$ cat config.mk
export PLATFORM = sky130hd
export DESIGN_NAME = enc_vel_meter
export DESIGN_NICKNAME = d
export VERILOG_FILES = /design/src/rtl/vel_pkg.sv /design/src/rtl/vel_window_timer.sv /design/src/rtl/vel_pulse_counter.sv /design/src/rtl/vel_capture_cmp.sv /design/src/rtl/enc_vel_meter.sv
export SDC_FILE = /design/constraint.sdc
export NUM_CORES = 1
export LEC_CHECK = 0
export BUFFER_PORTS_ARGS = -buffer_cell sky130_fd_sc_hd__buf_2
export CAP_MARGIN = 20
export CORE_UTILIZATION = 35
export CTS_BUF_LIST = sky130_fd_sc_hd__clkbuf_8
export CTS_CLUSTER_DIAMETER = 50
export CTS_CLUSTER_SIZE = 20
export DETAILED_ROUTE_END_ITERATION = 6
export GPL_TIMING_DRIVEN = 0
export PLACE_DENSITY = 0.68
export SLEW_MARGIN = 5
export SYNTH_ARGS = -nofsm -noshare
export SYNTH_HDL_FRONTEND = slang
export SYNTH_HIERARCHICAL = 1
export SYNTH_SLANG_ARGS = --single-unit
$ cat constraint.sdc
create_clock -name clk -period 2.55 [get_ports clk]
set_clock_uncertainty 0.1 [all_clocks]
set_input_delay 0.1275 -clock clk [delete_from_list [all_inputs] [get_ports clk]]
set_output_delay 0.1275 -clock clk [all_outputs]
set_load 0.005 [all_outputs]
$ cat src/rtl/vel_pkg.sv
package vel_pkg;
  localparam int unsigned VEL_W = 32;

  typedef struct packed {
    logic ovf;
    logic slow;
  } vel_evt_t;
endpackage

$ cat src/rtl/vel_window_timer.sv
module vel_window_timer #(
  parameter int unsigned W = 32
) (
  input  logic         clk,
  input  logic         rst_n,
  input  logic         clr,
  input  logic [W-1:0] reload,
  output logic [W-1:0] tmr,
  output logic         expire
);
  // expiry is the zero cycle unless a clear overrides it
  assign expire = (tmr == '0) && !clr;

  always_ff @(posedge clk) begin
    if (!rst_n || clr) begin
      tmr <= '0;
    end else if (expire) begin
      tmr <= reload;
    end else begin
      tmr <= tmr - W'(1);
    end
  end
endmodule

$ cat src/rtl/vel_pulse_counter.sv
module vel_pulse_counter #(
  parameter int unsigned W = 32
) (
  input  logic         clk,
  input  logic         rst_n,
  input  logic         clr,
  input  logic         expire,
  input  logic         pulse,
  output logic [W-1:0] cnt
);
  always_ff @(posedge clk) begin
    if (!rst_n || clr) begin
      cnt <= '0;
    end else if (expire) begin
      // the pulse of the expiry cycle opens the new window
      cnt <= W'(pulse);
    end else begin
      cnt <= cnt + W'(pulse);
    end
  end
endmodule

$ cat src/rtl/vel_capture_cmp.sv
module vel_capture_cmp
  import vel_pkg::*;
#(
  parameter int unsigned W = 32
) (
  input  logic         clk,
  input  logic         rst_n,
  input  logic         expire,
  input  logic [W-1:0] cnt,
  input  logic [W-1:0] thresh,
  output logic [W-1:0] cap,
  output vel_evt_t     evt
);
  always_ff @(posedge clk) begin
    if (!rst_n) begin
      cap <= '0;
      evt <= '0;
    end else begin
      evt.ovf  <= expire;
      evt.slow <= expire && (cnt < thresh);
      if (expire) begin
        cap <= cnt;
      end
    end
  end
endmodule

$ cat src/rtl/enc_vel_meter.sv
module enc_vel_meter
  import vel_pkg::*;
#(
  parameter int unsigned W = VEL_W
) (
  input  logic         clk,
  input  logic         rst_n,
  input  logic         enc_pulse,
  input  logic         vel_clear,
  input  logic [W-1:0] reload_val,
  input  logic [W-1:0] cmp_val,
  output logic [W-1:0] timer_out,
  output logic [W-1:0] count_out,
  output logic [W-1:0] capture_out,
  output logic         ovf_evt,
  output logic         slow_evt
);
  logic     expire;
  vel_evt_t evt;

  vel_window_timer #(.W(W)) u_tmr (
    .clk(clk), .rst_n(rst_n), .clr(vel_clear),
    .reload(reload_val), .tmr(timer_out), .expire(expire)
  );

  vel_pulse_counter #(.W(W)) u_cnt (
    .clk(clk), .rst_n(rst_n), .clr(vel_clear),
    .expire(expire), .pulse(enc_pulse), .cnt(count_out)
  );

  vel_capture_cmp #(.W(W)) u_cap (
    .clk(clk), .rst_n(rst_n), .expire(expire),
    .cnt(count_out), .thresh(cmp_val), .cap(capture_out), .evt(evt)
  );

  assign ovf_evt  = evt.ovf;
  assign slow_evt = evt.slow;
endmodule

==> metrics.txt <==
# TYPE chip_impl_metric gauge
chip_impl_info{name="outcome",value="finished, violations left"} 1
chip_impl_info{name="violations",value="DRC"} 1
chip_impl_metric{name="layout_worst_path_cycle_share",unit=""} 0.953
chip_impl_metric{name="seq_area",unit="µm²"} 1970
chip_impl_metric{name="tightestPinTransition",unit="ns"} 0.593
chip_impl_metric{name="setup-violations-final",unit=""} 0
chip_impl_metric{name="drt_pass1_iterations",unit=""} 7
chip_impl_metric{name="num_io_pins",unit=""} 166
chip_impl_metric{name="gp_congestion",unit=""} 0.769
chip_impl_metric{name="io_buffers",unit=""} 165
chip_impl_info{name="holdCritPathClass",value="in2reg"} 1
chip_impl_info{name="layout.cells.most_common",value="buf_2"} 1
chip_impl_metric{name="yosys.area.top_type_share",unit=""} 0.369
chip_impl_metric{name="netlist_instances",unit=""} 600
chip_impl_metric{name="crit_arrival",unit="ns"} 2.62
chip_impl_metric{name="drive_gt1_frac",unit=""} 0.291
chip_impl_metric{name="ys_types",unit=""} 60
chip_impl_metric{name="detailedRoute.firstIterationViolations",unit=""} 326
chip_impl_metric{name="critPathMaxFanout",unit=""} 19
chip_impl_metric{name="clkSlewWorstSetupHoldPaths",unit="ns"} 0.11
chip_impl_metric{name="dp_hpwl",unit="µm"} 10500
chip_impl_metric{name="chipWidth",unit="µm"} 125
chip_impl_metric{name="post_synthesis_sequential_area_ratio",unit=""} 0.369
chip_impl_metric{name="synthesis.nets",unit=""} 703
chip_impl_metric{name="die_area",unit="µm²"} 15700
chip_impl_info{name="setup.worst_path.end_class",value="register"} 1
chip_impl_metric{name="first_global_vias",unit=""} 4744
chip_impl_info{name="critical_path_class",value="reg2reg"} 1
chip_impl_metric{name="vias",unit=""} 5068
chip_impl_metric{name="post_synthesis_cell_area",unit="µm²"} 5320
chip_impl_metric{name="post_drt_via_cell_ratio",unit=""} 5.07
chip_impl_metric{name="core_box_area",unit="µm²"} 14700
chip_impl_info{name="regToRegStartpoint",value="u_tmr/tmr[25]$_SDFF_PP0_"} 1
chip_impl_metric{name="detail_route.wl_per_cell",unit="µm"} 14.9
chip_impl_metric{name="clk-insertion-delay-late",unit="ns"} 0.38
chip_impl_metric{name="slew_viol_final",unit=""} 0
chip_impl_metric{name="postSynth.asyncResetShare",unit=""} 0
chip_impl_metric{name="detail-route-antenna-nets",unit=""} 0
chip_impl_metric{name="numCtsBuffers",unit=""} 9
chip_impl_metric{name="min_period",unit="ns"} 2.43
chip_impl_info{name="worstSetupStartpoint",value="u_tmr/tmr[25]$_SDFF_PP0_"} 1
chip_impl_metric{name="clkSinkCount",unit=""} 98
chip_impl_metric{name="multiInputGateArea",unit="µm²"} 3120
chip_impl_metric{name="hold-path-cell-count",unit=""} 4
chip_impl_metric{name="grt_first_pass_wirelength",unit="µm"} 23900
chip_impl_metric{name="static-leakage-power",unit="µW"} 0.00315
chip_impl_metric{name="timing.slew.headroom",unit=""} 0.605
chip_impl_metric{name="layout.filler_cells",unit=""} 1402
chip_impl_metric{name="timing.critical_path.required",unit="ns"} 2.74
chip_impl_metric{name="postRouteWirelength",unit="µm"} 14900
chip_impl_metric{name="num-nets-final",unit=""} 913
chip_impl_info{name="predominant_post_synthesis_flop_cell",value="dfxtp_1"} 1
chip_impl_metric{name="max_cap_violations",unit=""} 0
chip_impl_metric{name="global_route.usage.total",unit=""} 0.191
chip_impl_metric{name="synth_enable_flop_cells",unit=""} 0
chip_impl_metric{name="area_growth",unit="%"} 33.4
chip_impl_info{name="critical_path.endpoint",value="u_cap/evt[0]$_SDFF_PN0_"} 1
chip_impl_metric{name="post_synth.cell_area_avg",unit="µm²"} 8.86
chip_impl_metric{name="maximum_frequency_from_static_timing_analysis",unit="MHz"} 412
chip_impl_metric{name="timing.final.hold_violations",unit=""} 0
chip_impl_metric{name="htree_num_levels",unit=""} 3
chip_impl_metric{name="grt_start_max_net_pins",unit=""} 20
chip_impl_info{name="synth_top_cell_by_area",value="dfxtp_1"} 1
chip_impl_metric{name="preCtsSetupSlack",unit="ns"} -0.447
chip_impl_metric{name="worst_r2r_path_depth",unit=""} 9
chip_impl_metric{name="finish.utilization",unit=""} 0.483
chip_impl_metric{name="floorplan.initialDensity",unit=""} 0.362
chip_impl_metric{name="setup_slack",unit="ns"} 0.120
chip_impl_metric{name="grt_antenna_before_repair",unit=""} 0
chip_impl_info{name="rr_endpoint",value="u_cap/evt[0]$_SDFF_PN0_"} 1
chip_impl_metric{name="drc_errors",unit=""} 10
chip_impl_metric{name="std_cell_rows",unit=""} 44
chip_impl_metric{name="ir_drop",unit="mV"} 0.805
chip_impl_metric{name="postSynthRegisterBits",unit=""} 98
chip_impl_info{name="tritoncts",value="yes"} 1
chip_impl_metric{name="grt-ovfl-total",unit=""} 0
chip_impl_info{name="setup_repair_after_global_routing_missed_its_margin",value="false"} 1
chip_impl_metric{name="num_antenna_cells",unit=""} 0
chip_impl_metric{name="yosys_warnings",unit=""} 6
chip_impl_metric{name="power_density",unit="nW/µm²"} 764
chip_impl_info{name="clock-root-buffer",value="clkbuf_8"} 1
chip_impl_info{name="critical_path_start_type",value="register"} 1
chip_impl_info{name="synth.area.top_cells",value="dfxtp_1, ha_1, mux2i_1, nor2b_1, xnor2_1"} 1
chip_impl_metric{name="height_of_the_die",unit="µm"} 125
chip_impl_metric{name="regToRegSetupSlack",unit="ns"} 0.12
chip_impl_info{name="most-common-layout-cells",value="buf_2, dfxtp_1, nor2_1"} 1
chip_impl_metric{name="cts_max_path_buffers",unit=""} 2
-- metrics by stage --
stage	hold WS, ns	TNS, ns	total power, µW	instances	instance area, µm²
final	0.0275	0	5420	999	7090
after global routing	0.0425	0	5760	999	7090
after CTS	0.00648	0	5330	998	7030
after detailed placement	0.262	-23.87	3950	949	6420
after global placement	0.259	-23.80	3950	949	6420
after floorplan	0.104	0	3420	600	5360
-- what timing repair did --
action,4_1_cts,5_1_grt
setup buffers,4,0
pin swaps,1,1
gates cloned,0,1
endpoints found under the hold margin,30,0
endpoints found under the setup margin,66,31
hold buffers,31,0
gates resized for setup,12,11
-- worst max-delay path, cell delays in order, from the launching register on --
cell and delay, ns:
dfxtp_1 0.40, nor4_4 0.38, nand3_2 0.17, or3_4 0.43
buf_12 0.17, inv_4 0.09, buf_12 0.15, and2_4 0.15
o2111ai_1 0.10, a21oi_1 0.19
-- cell families (layout without fill, tap and decap cells) --
family,Yosys count,after routing,synth area share
simple gates,239,239,0.259
flops,98,98,0.369
compound gates,96,96,0.112
buf+inv,63,278,0.0555
fa+ha+maj,35,35,0.0824
mux,35,35,0.0659
xor+xnor,34,34,0.0560
-- routing by layer --
layer,share of wire,global-route usage
met5,0,0
met4,0.019,0.0538
met3,0.054,0.0531
met2,0.47,0.315
met1,0.46,0.244
-- synthesized netlist by cell type, types with 2 or more instances --
master / number
a211oi_1: 9
a211oi_2: 3
a21o_1: 2
a21oi_1: 38
a21oi_2: 2
and2_1: 2
and3_1: 6
and4_1: 4
buf_1: 2
buf_2: 6
buf_4: 3
buf_6: 4
clkbuf_1: 9
dfxtp_1: 98
ha_1: 35
inv_1: 38
mux2i_1: 35
nand2_1: 34
nand2b_1: 3
nand3_1: 15
nand4_1: 8
nand4_2: 2
nand4b_1: 2
nor2_1: 50
nor2b_1: 35
nor3_1: 21
nor3b_1: 2
nor4_1: 13
nor4_2: 2
o21ai_0: 22
o21ai_1: 3
o31ai_1: 9
or2_2: 3
or3_1: 10
or3_4: 2
or4_1: 12
xnor2_1: 25
xor2_1: 9
-- sequential cells by signal, summed over array words and instances (netlist names) --
name       cells
u_cap/cap     32
u_cap/evt      2
u_cnt/cnt     32
u_tmr/tmr     32
-- cell type report --
class | count | share of cell area
inverters | 38 | 0.0205
well taps | 184 | 0.0325
repair buffers | 201 | 0.168
clock inverters | 6 | 0.0125
flip-flops and latches | 98 | 0.277
plain buffers | 23 | 0.0309
multi-input cells | 439 | 0.439
clock buffers | 10 | 0.0194
-- worst min-delay path by stage --
stage                        start                       end
floorplan                vel_clear   u_cnt/cnt[0]$_SDFF_PP0_
global route        reload_val[28]  u_tmr/tmr[28]$_SDFF_PP0_
finish              reload_val[28]  u_tmr/tmr[28]$_SDFF_PP0_
detailed placement   reload_val[2]   u_tmr/tmr[2]$_SDFF_PP0_
CTS                 reload_val[30]  u_tmr/tmr[30]$_SDFF_PP0_
global placement     reload_val[2]   u_tmr/tmr[2]$_SDFF_PP0_
-- where the power goes --
part | switching (µW) | internal (µW) | leakage [µW]
combinational | 1170 | 1170 | 0.00224
clock | 586 | 584 | 0.000115
sequential | 221 | 1690 | 0.000793
total | 1970 | 3440 | 0.00315
(Power assumes the default switching activity.)
